## config.mk

```make
export PLATFORM = sky130hd
export DESIGN_NAME = jtag_chain_seq
export DESIGN_NICKNAME = d
export VERILOG_FILES = /design/src/rtl/jtag_seq_pkg.sv /design/src/rtl/jtag_tck_gen.sv /design/src/rtl/jtag_tap_tracker.sv /design/src/rtl/jtag_seq_fsm.sv /design/src/rtl/jtag_chain_seq.sv
export SDC_FILE = /design/constraint.sdc
export NUM_CORES = 1
export LEC_CHECK = 0
export BUFFER_PORTS_ARGS = -buffer_cell sky130_fd_sc_hd__buf_2
export CAP_MARGIN = 25
export CORE_ASPECT_RATIO = 0.75
export CORE_MARGIN = 2
export CORE_UTILIZATION = 60
export CTS_CLUSTER_DIAMETER = 120
export DETAILED_ROUTE_END_ITERATION = 10
export GPL_ROUTABILITY_DRIVEN = 0
export GPL_TIMING_DRIVEN = 0
export PLACE_DENSITY = 0.81
export SLEW_MARGIN = 20
export SYNTH_ARGS = -nofsm -noshare
export SYNTH_HDL_FRONTEND = slang
export SYNTH_SLANG_ARGS = --single-unit
```

## constraint.sdc

```tcl
create_clock -name clk -period 6.66 [get_ports clk]
set_clock_uncertainty 0.1 [all_clocks]
set_input_delay 0.666 -clock clk [delete_from_list [all_inputs] [get_ports clk]]
set_output_delay 0.666 -clock clk [all_outputs]
set_load 0.005 [all_outputs]
```

## src/rtl/jtag_seq_pkg.sv

```systemverilog
package jtag_seq_pkg;

    typedef enum logic [3:0] {
        TAP_TLR,    TAP_RTI,
        TAP_SELDR,  TAP_CAPDR, TAP_SHDR,  TAP_EX1DR,
        TAP_PAUDR,  TAP_EX2DR, TAP_UPDDR,
        TAP_SELIR,  TAP_CAPIR, TAP_SHIR,  TAP_EX1IR,
        TAP_PAUIR,  TAP_EX2IR, TAP_UPDIR
    } tap_state_e;

    typedef enum logic [2:0] {
        SQ_IDLE,
        SQ_RESET,
        SQ_GO_IR,
        SQ_SHIFT_IR,
        SQ_GO_DR,
        SQ_SHIFT_DR,
        SQ_PARK,
        SQ_FINISH
    } seq_state_e;

    function automatic tap_state_e tap_step(input tap_state_e cur, input logic tms);
        tap_state_e nxt;
        unique case (cur)
            TAP_TLR:   nxt = tms ? TAP_TLR   : TAP_RTI;
            TAP_RTI:   nxt = tms ? TAP_SELDR : TAP_RTI;
            TAP_SELDR: nxt = tms ? TAP_SELIR : TAP_CAPDR;
            TAP_CAPDR: nxt = tms ? TAP_EX1DR : TAP_SHDR;
            TAP_SHDR:  nxt = tms ? TAP_EX1DR : TAP_SHDR;
            TAP_EX1DR: nxt = tms ? TAP_UPDDR : TAP_PAUDR;
            TAP_PAUDR: nxt = tms ? TAP_EX2DR : TAP_PAUDR;
            TAP_EX2DR: nxt = tms ? TAP_UPDDR : TAP_SHDR;
            TAP_UPDDR: nxt = tms ? TAP_SELDR : TAP_RTI;
            TAP_SELIR: nxt = tms ? TAP_TLR   : TAP_CAPIR;
            TAP_CAPIR: nxt = tms ? TAP_EX1IR : TAP_SHIR;
            TAP_SHIR:  nxt = tms ? TAP_EX1IR : TAP_SHIR;
            TAP_EX1IR: nxt = tms ? TAP_UPDIR : TAP_PAUIR;
            TAP_PAUIR: nxt = tms ? TAP_EX2IR : TAP_PAUIR;
            TAP_EX2IR: nxt = tms ? TAP_UPDIR : TAP_SHIR;
            TAP_UPDIR: nxt = tms ? TAP_SELDR : TAP_RTI;
            default:   nxt = TAP_TLR;
        endcase
        return nxt;
    endfunction

endpackage

```

## src/rtl/jtag_tck_gen.sv

```systemverilog
module jtag_tck_gen #(
    parameter int DIV_W = 4
) (
    input  logic             clk,
    input  logic             rst_n,
    input  logic             load_i,
    input  logic [DIV_W-1:0] div_i,
    input  logic             run_i,
    output logic             tck_o,
    output logic             rise_o,
    output logic             fall_o
);

    logic [DIV_W-1:0] div_q;
    logic [DIV_W-1:0] cnt_q;
    logic             tck_q;
    logic             edge_w;

    assign edge_w = run_i && (cnt_q == div_q);
    assign rise_o = edge_w && !tck_q;
    assign fall_o = edge_w && tck_q;
    assign tck_o  = tck_q;

    always_ff @(posedge clk or negedge rst_n) begin
        if (!rst_n) begin
            div_q <= '0;
            cnt_q <= '0;
            tck_q <= 1'b0;
        end else begin
            if (load_i) begin
                div_q <= div_i;
            end
            if (!run_i) begin
                cnt_q <= '0;
                tck_q <= 1'b0;
            end else if (edge_w) begin
                cnt_q <= '0;
                tck_q <= ~tck_q;
            end else begin
                cnt_q <= cnt_q + 1'b1;
            end
        end
    end

endmodule

```

## src/rtl/jtag_tap_tracker.sv

```systemverilog
module jtag_tap_tracker
    import jtag_seq_pkg::*;
(
    input  logic       clk,
    input  logic       rst_n,
    input  logic       step_i,
    input  logic       tms_i,
    output tap_state_e state_o,
    output logic       rti_o
);

    tap_state_e st_q;

    always_ff @(posedge clk or negedge rst_n) begin
        if (!rst_n) begin
            st_q <= TAP_TLR;
        end else if (step_i) begin
            st_q <= tap_step(st_q, tms_i);
        end
    end

    assign state_o = st_q;
    assign rti_o   = (st_q == TAP_RTI);

endmodule

```

## src/rtl/jtag_seq_fsm.sv

```systemverilog
module jtag_seq_fsm
    import jtag_seq_pkg::*;
#(
    parameter int                NUM_DEV    = 3,
    parameter int                IR_LEN     = 3,
    parameter int                DR_LEN     = 8,
    parameter int                RESET_TCKS = 8,
    parameter int                TGT_W      = 2,
    parameter logic [IR_LEN-1:0] USER_IR    = 3'b010,
    parameter logic [IR_LEN-1:0] BYPASS_IR  = 3'b110
) (
    input  logic              clk,
    input  logic              rst_n,
    input  logic              start_i,
    input  logic [TGT_W-1:0]  target_i,
    input  logic [DR_LEN-1:0] wdata_i,
    input  logic              rise_i,
    input  logic              fall_i,
    input  logic              tdo_i,
    input  logic              tap_rti_i,
    output logic              accept_o,
    output logic              busy_o,
    output logic              done_o,
    output logic              tms_o,
    output logic              tdi_o,
    output logic [DR_LEN-1:0] rdata_o
);

    localparam int IR_TOTAL = NUM_DEV * IR_LEN;
    localparam int DR_TOTAL = NUM_DEV - 1 + DR_LEN;
    localparam int GO_IR_LEN = 5;
    localparam int GO_DR_LEN = 4;
    localparam int PARK_LEN  = 2;
    localparam int MAX_A   = (RESET_TCKS > IR_TOTAL) ? RESET_TCKS : IR_TOTAL;
    localparam int MAX_LEN = (MAX_A > DR_TOTAL) ? MAX_A : DR_TOTAL;
    localparam int CNT_W   = $clog2(MAX_LEN);
    localparam int VEC_W   = 1 << CNT_W;
    // Mode-select patterns, bit 0 is sent first
    localparam logic [GO_IR_LEN-1:0] GO_IR_PAT = 5'b00110;
    localparam logic [GO_DR_LEN-1:0] GO_DR_PAT = 4'b0011;
    localparam logic [PARK_LEN-1:0]  PARK_PAT  = 2'b01;

    seq_state_e        state_q, state_n;
    logic [CNT_W-1:0]  cnt_q, cnt_n;
    logic [CNT_W-1:0]  last_idx;
    logic [TGT_W-1:0]  tgt_q;
    logic [DR_LEN-1:0] wdata_q;
    logic [DR_LEN-1:0] cap_q;
    logic              accept;
    logic              tgt_ok;
    logic              bit_tms, bit_tdi;
    logic [VEC_W-1:0]  tms_vec, tdi_vec;
    logic [IR_TOTAL-1:0] ir_vec;
    logic [DR_TOTAL-1:0] dr_vec;
    int                off;
    logic              in_window;

    assign tgt_ok = (int'(target_i) < NUM_DEV);
    assign off    = NUM_DEV - 1 - int'(tgt_q);

    // Phase length, as a last-bit index
    always_comb begin
        unique case (state_q)
            SQ_RESET:    last_idx = CNT_W'(RESET_TCKS - 1);
            SQ_GO_IR:    last_idx = CNT_W'(GO_IR_LEN - 1);
            SQ_SHIFT_IR: last_idx = CNT_W'(IR_TOTAL - 1);
            SQ_GO_DR:    last_idx = CNT_W'(GO_DR_LEN - 1);
            SQ_SHIFT_DR: last_idx = CNT_W'(DR_TOTAL - 1);
            SQ_PARK:     last_idx = CNT_W'(PARK_LEN - 1);
            default:     last_idx = '0;
        endcase
    end

    // Next state: a bit is consumed on each TCK rising edge
    always_comb begin
        state_n = state_q;
        cnt_n   = cnt_q;
        accept  = 1'b0;
        unique case (state_q)
            SQ_IDLE: begin
                if (start_i && tgt_ok) begin
                    state_n = SQ_RESET;
                    cnt_n   = '0;
                    accept  = 1'b1;
                end
            end
            SQ_FINISH: begin
                if (fall_i) begin
                    state_n = SQ_IDLE;
                end
            end
            default: begin
                if (rise_i) begin
                    if (cnt_q == last_idx) begin
                        cnt_n = '0;
                        unique case (state_q)
                            SQ_RESET:    state_n = SQ_GO_IR;
                            SQ_GO_IR:    state_n = SQ_SHIFT_IR;
                            SQ_SHIFT_IR: state_n = SQ_GO_DR;
                            SQ_GO_DR:    state_n = SQ_SHIFT_DR;
                            SQ_SHIFT_DR: state_n = SQ_PARK;
                            default:     state_n = SQ_FINISH;
                        endcase
                    end else begin
                        cnt_n = cnt_q + 1'b1;
                    end
                end
            end
        endcase
    end

    always_ff @(posedge clk or negedge rst_n) begin
        if (!rst_n) begin
            state_q <= SQ_IDLE;
            cnt_q   <= '0;
        end else begin
            state_q <= state_n;
            cnt_q   <= cnt_n;
        end
    end

    // Chain-wide scan images, padded with bypass fields and filler bits
    always_comb begin
        ir_vec = '0;
        for (int d = 0; d < NUM_DEV; d++) begin
            ir_vec[(NUM_DEV-1-d)*IR_LEN +: IR_LEN] =
                (d == int'(tgt_q)) ? USER_IR : BYPASS_IR;
        end
        dr_vec = DR_TOTAL'(wdata_q) << off;
    end

    // Bit that goes on the lines for the upcoming TCK period
    always_comb begin
        tms_vec = '0;
        tdi_vec = '0;
        unique case (state_n)
            SQ_RESET:    tms_vec = '1;
            SQ_GO_IR:    tms_vec = VEC_W'(GO_IR_PAT);
            SQ_SHIFT_IR: begin
                tms_vec = VEC_W'(1) << (IR_TOTAL - 1);
                tdi_vec = VEC_W'(ir_vec);
            end
            SQ_GO_DR:    tms_vec = VEC_W'(GO_DR_PAT);
            SQ_SHIFT_DR: begin
                tms_vec = VEC_W'(1) << (DR_TOTAL - 1);
                tdi_vec = VEC_W'(dr_vec);
            end
            SQ_PARK:     tms_vec = VEC_W'(PARK_PAT);
            default:     tms_vec = '0;
        endcase
        bit_tms = tms_vec[cnt_n];
        bit_tdi = tdi_vec[cnt_n];
    end

    assign in_window = (state_q == SQ_SHIFT_DR) &&
                       (int'(cnt_q) >= off) && (int'(cnt_q) < off + DR_LEN);

    // Output registers
    always_ff @(posedge clk or negedge rst_n) begin
        if (!rst_n) begin
            tms_o   <= 1'b0;
            tdi_o   <= 1'b0;
            tgt_q   <= '0;
            wdata_q <= '0;
            cap_q   <= '0;
            rdata_o <= '0;
            done_o  <= 1'b0;
        end else begin
            done_o <= 1'b0;
            if (accept) begin
                tgt_q   <= target_i;
                wdata_q <= wdata_i;
            end
            if (accept || fall_i) begin
                tms_o <= bit_tms;
                tdi_o <= bit_tdi;
            end
            if (rise_i && in_window) begin
                cap_q <= {tdo_i, cap_q[DR_LEN-1:1]};
            end
            if (state_q == SQ_FINISH && fall_i) begin
                rdata_o <= cap_q;
                done_o  <= tap_rti_i;
            end
        end
    end

    assign accept_o = accept;
    assign busy_o   = (state_q != SQ_IDLE);

endmodule

```

## src/rtl/jtag_chain_seq.sv

```systemverilog
module jtag_chain_seq
    import jtag_seq_pkg::*;
#(
    parameter int                NUM_DEV    = 3,
    parameter int                IR_LEN     = 3,
    parameter int                DR_LEN     = 8,
    parameter int                DIV_W      = 4,
    parameter int                RESET_TCKS = 8,
    parameter int                TGT_W      = (NUM_DEV > 1) ? $clog2(NUM_DEV) : 1,
    parameter logic [IR_LEN-1:0] USER_IR    = 3'b010,
    parameter logic [IR_LEN-1:0] BYPASS_IR  = 3'b110
) (
    input  logic              clk,
    input  logic              rst_n,
    input  logic              start_i,
    input  logic [TGT_W-1:0]  target_i,
    input  logic [DR_LEN-1:0] wdata_i,
    input  logic [DIV_W-1:0]  div_i,
    output logic              busy_o,
    output logic              done_o,
    output logic [DR_LEN-1:0] rdata_o,
    output logic              tck_o,
    output logic              tms_o,
    output logic              tdi_o,
    input  logic              tdo_i
);

    logic       accept;
    logic       rise, fall;
    logic       tap_rti;
    tap_state_e tap_state;

    jtag_tck_gen #(.DIV_W(DIV_W)) u_tck (
        .clk    (clk),
        .rst_n  (rst_n),
        .load_i (accept),
        .div_i  (div_i),
        .run_i  (busy_o),
        .tck_o  (tck_o),
        .rise_o (rise),
        .fall_o (fall)
    );

    jtag_tap_tracker u_track (
        .clk     (clk),
        .rst_n   (rst_n),
        .step_i  (rise && busy_o),
        .tms_i   (tms_o),
        .state_o (tap_state),
        .rti_o   (tap_rti)
    );

    jtag_seq_fsm #(
        .NUM_DEV    (NUM_DEV),
        .IR_LEN     (IR_LEN),
        .DR_LEN     (DR_LEN),
        .RESET_TCKS (RESET_TCKS),
        .TGT_W      (TGT_W),
        .USER_IR    (USER_IR),
        .BYPASS_IR  (BYPASS_IR)
    ) u_fsm (
        .clk       (clk),
        .rst_n     (rst_n),
        .start_i   (start_i),
        .target_i  (target_i),
        .wdata_i   (wdata_i),
        .rise_i    (rise),
        .fall_i    (fall),
        .tdo_i     (tdo_i),
        .tap_rti_i (tap_rti),
        .accept_o  (accept),
        .busy_o    (busy_o),
        .done_o    (done_o),
        .tms_o     (tms_o),
        .tdi_o     (tdi_o),
        .rdata_o   (rdata_o)
    );

endmodule

```

==> flow_results.xml <==
<?xml version="1.0" encoding="UTF-8"?>
<metrics>
  <group name="cts">
    <metric name="cts-root-to-sink-buffers" unit="">2</metric>
    <metric name="htreeDepth" unit="">2</metric>
    <metric name="cts_buffers" unit="">5</metric>
    <metric name="cts.sink_count" unit="">49</metric>
    <metric name="cts_resized" unit="">0</metric>
    <metric name="postCtsSetupBuffers" unit="">0</metric>
    <metric name="path_clk_slew" unit="ns">0.09</metric>
    <metric name="clock_latency" unit="ns">0.30</metric>
    <metric name="ctsHoldBuffers" unit="">0</metric>
    <metric name="tritoncts_clock_tree" unit="">done</metric>
    <metric name="cts-root-buf" unit="">clkbuf_8</metric>
  </group>
  <group name="timing">
    <metric name="setup_repair_after_global_routing_missed_its_margin" unit="">no</metric>
    <metric name="fmax" unit="MHz">306</metric>
    <metric name="final_setup_fails" unit="">0</metric>
    <metric name="finalHoldViolations" unit="">0</metric>
    <metric name="postLayoutSetupSlackWorst" unit="ns">3.39</metric>
    <metric name="relSlewSlack" unit="%">57.5</metric>
    <metric name="fin_tns_setup" unit="ns">0</metric>
    <metric name="report.final.slew_viol_count" unit="">0</metric>
    <metric name="final_min_period_over_clock_period" unit="%">49.1</metric>
    <metric name="finalCriticalPeriod" unit="ns">3.27</metric>
    <metric name="worstMarginPinSlew" unit="ns">0.632</metric>
  </group>
  <group name="worst_setup_path">
    <metric name="path_cells" unit="">clkbuf_1, inv_1, ha_1, ha_1, nor2b_1, o21ai_0, nand2b_1, o21ai_0, o21ai_0, nand3_1, mux2_2</metric>
    <metric name="timing.critical_path.depth" unit="">11</metric>
    <metric name="critical_path_arrival" unit="ns">3.36</metric>
    <metric name="critical_path.n_buffers_inverters" unit="">2</metric>
    <metric name="crit_top_cell" unit="">o21ai_0</metric>
    <metric name="criticalPathCategory" unit="">reg -&gt; reg</metric>
    <metric name="worst-path-max-fanout" unit="">10</metric>
    <metric name="setup.worst_path.end_class" unit="">flip-flop</metric>
    <metric name="startpoint_class" unit="">flip-flop</metric>
    <metric name="worst_path_slowest_cell" unit="">clkbuf_1</metric>
    <metric name="largest_incremental_delay_on_the_critical_path" unit="ns">0.48</metric>
    <metric name="worst_path_dominant_cell_family" unit="">buffers and inverters</metric>
    <metric name="cp.required" unit="ns">6.75</metric>
    <metric name="reg2regPathDepth" unit="">11</metric>
  </group>
  <group name="power_and_ir_drop">
    <metric name="cellPowerDensity" unit="nW/µm²">387</metric>
    <metric name="ir_drop" unit="µV">244</metric>
    <metric name="total_leakage_power" unit="nW">1.69</metric>
    <metric name="total_power_of_the_final_layout" unit="mW">1.39</metric>
  </group>
  <group name="detailed_routing">
    <metric name="antenna_violating_nets_post_route" unit="">0</metric>
    <metric name="drt_first_pass_iters" unit="">5</metric>
    <metric name="count_of_unresolved_drc_violations_after_routing" unit="">0</metric>
    <metric name="vias" unit="">2647</metric>
    <metric name="drt_iter0_drc" unit="">153</metric>
    <metric name="post_drt_wl_per_cell" unit="µm">15.8</metric>
    <metric name="via_per_inst" unit="">5.93</metric>
    <metric name="routed_wl" unit="µm">7060</metric>
  </group>
  <group name="grt">
    <metric name="gr-max-usage-layer" unit="">met2</metric>
    <metric name="grt_max_degree" unit="">35</metric>
    <metric name="globalRouteTotalUtil" unit="%">25.3</metric>
    <metric name="gr-usage-met3" unit="%">5.38</metric>
    <metric name="global_route.overflow_total" unit="">0</metric>
    <metric name="grt_pass1_wl" unit="µm">11700</metric>
    <metric name="grt_antenna_before_repair" unit="">0</metric>
    <metric name="global_route.usage.met2" unit="%">39.2</metric>
    <metric name="first_global_vias" unit="">2461</metric>
    <metric name="grt_util_met1" unit="%">36.4</metric>
  </group>
  <group name="floorplanning">
    <metric name="design.portCount" unit="">31</metric>
    <metric name="rows" unit="">23</metric>
    <metric name="floorplan.initialDensity" unit="%">61.5</metric>
    <metric name="die_x" unit="µm">88.8</metric>
    <metric name="design.die.area" unit="µm²">6000</metric>
    <metric name="core_region_area" unit="µm²">5270</metric>
    <metric name="chipHeight" unit="µm">67.6</metric>
  </group>
  <group name="final_layout">
    <metric name="insertedDiodeCount" unit="">0</metric>
    <metric name="final_cell_mix" unit="">dfrtp_1 (49), buf_2 (36), mux2_2 (30)</metric>
    <metric name="layout-area-overhead-vs-synth" unit="%">11.2</metric>
    <metric name="fillCellCount" unit="">409</metric>
    <metric name="drive_above_1_share" unit="%">26.7</metric>
    <metric name="mostFrequentLayoutCell" unit="">dfrtp_1</metric>
    <metric name="layout.cells.non_filler" unit="">446</metric>
    <metric name="num-nets-final" unit="">399</metric>
  </group>
  <group name="logic_synthesis">
    <metric name="asyncSetResetFlopFracSynth" unit="%">100</metric>
    <metric name="synth_warn" unit="">0</metric>
    <metric name="ys_ff_latch" unit="">49</metric>
    <metric name="synth.avg_cell_area" unit="µm²">9.75</metric>
    <metric name="number_of_enable_type_register_cells_in_the_synthesized_netlist" unit="">0</metric>
    <metric name="synth.cell_area" unit="µm²">3240</metric>
    <metric name="yosys.cell_types.count" unit="">69</metric>
    <metric name="synth_ff_type" unit="">dfrtp_1</metric>
    <metric name="ys_seq_area_share" unit="%">37.9</metric>
    <metric name="syn_inst" unit="">332</metric>
    <metric name="synth_fp_nets" unit="">361</metric>
  </group>
  <group name="job">
    <metric name="total_of_max_cap_violations" unit="">0</metric>
  </group>
  <group name="placement">
    <metric name="dp_slack" unit="ns">3.31</metric>
    <metric name="dp_hpwl" unit="µm">5270</metric>
    <metric name="numPortBuffers" unit="">30</metric>
    <metric name="dp.cells" unit="">438</metric>
  </group>
  <group name="worst_hold_path">
    <metric name="hold_class" unit="">in -&gt; async</metric>
  </group>
  <group name="outcome">
    <metric name="status" unit="">complete, no violations</metric>
  </group>
</metrics>
-- per-layer routing --
layer,vias up,routed length (µm)
li1,1278,-
met1,1279,3340
met2,83,3280
met3,7,375
met4,0,63
met5,-,0
-- final timing paths --
kind	startpoint	endpoint	slack [ns]
max	u_fsm.tgt_q[0]$_DFFE_PN0P_	u_fsm.cap_q[1]$_DFFE_PN0P_	3.39
min	rst_n	u_track.state_o[3]$_DFFE_PN0P_	0.18
max reg2reg	u_fsm.tgt_q[0]$_DFFE_PN0P_	u_fsm.cap_q[1]$_DFFE_PN0P_	3.39
min reg2reg	u_fsm.rdata_o[7]$_DFFE_PN0P_	u_fsm.rdata_o[7]$_DFFE_PN0P_	0.41
max in group asynchronous	rst_n	u_tck.tck_o$_DFFE_PN0P_	5.78
min in group clk	u_fsm.rdata_o[7]$_DFFE_PN0P_	u_fsm.rdata_o[7]$_DFFE_PN0P_	0.41
-- worst reg2reg max path, cell delays in order (launching register included) --
cell and delay [ns]:
dfrtp_1 0.43, clkbuf_1 0.48, inv_1 0.19, ha_1 0.36, ha_1 0.29, nor2b_1 0.13
o21ai_0 0.14, nand2b_1 0.08, o21ai_0 0.14, o21ai_0 0.10, nand3_1 0.34, mux2_2 0.38
-- per-stage QoR --
stage | hold WS (ns) | instance area (µm²) | utilization (%)
CTS | 0.187 | 3600 | 68.4
global route | 0.199 | 3600 | 68.4
floorplan | 0.270 | 3240 | -
global placement | 0.383 | 3480 | 66.1
detailed placement | 0.387 | 3500 | 66.5
finish | 0.178 | 3600 | 68.4
-- flip-flops by register name (all words and copies together), names as in the netlist, 2 cells and up --
name,cells
u_fsm.cap_q,8
u_fsm.rdata_o,8
u_fsm.wdata_q,8
u_fsm.cnt_q,4
u_tck.cnt_q,4
u_tck.div_q,4
u_track.state_o,4
u_fsm.state_q,3
u_fsm.tgt_q,2
-- power breakdown --
part           switching, mW  internal (mW)
Combinational          0.446          0.315
Clock                  0.101         0.0863
Sequential            0.0655          0.379
Total                  0.613          0.780
-- layout make-up --
cell class,instances,area (µm²),area share [%]
flip-flops and latches,49,1230,34.1
plain buffers,22,105,2.92
repair buffers,31,170,4.73
clock inverters,2,17.5,0.486
multi-input cells,245,1840,51.2
inverters,16,62.6,1.74
well taps,75,93.8,2.61
clock buffers,6,82.6,2.29
-- logic make-up after synthesis --
logic type	Yosys count	share of synthesized area [%]
AOI/OAI and AO/OA	84	19.1
xor gates and xnor gates	8	2.16
adders and majority gates	11	4.25
buffers and inverters	38	5.18
DFF	49	37.9
muxes	44	14.9
and+or+nand+nor	98	16.5
-- synthesized netlist by cell type, types with 3 or more instances --
cell type  number  area share [%]
nand2b_1        4            0.77
mux2_2         30              10
a31oi_1         7             1.4
o21ai_0        19             2.9
nand4_1         3            0.58
nand2_1        24             2.8
buf_2           6            0.93
inv_1          14             1.6
o31ai_1         8             1.9
mux2i_1        13             4.0
a21oi_1        18             2.8
ha_1           11             4.3
and3_1          6             1.2
nand3_1        10             1.5
xnor2_1         7             1.9
dfrtp_1        49              38
nor3_1          6            0.93
clkbuf_1       12             1.4
nor2_1         22             2.6
nor2b_1         3            0.58
Note: power is estimated with default switching activity, not from simulation.
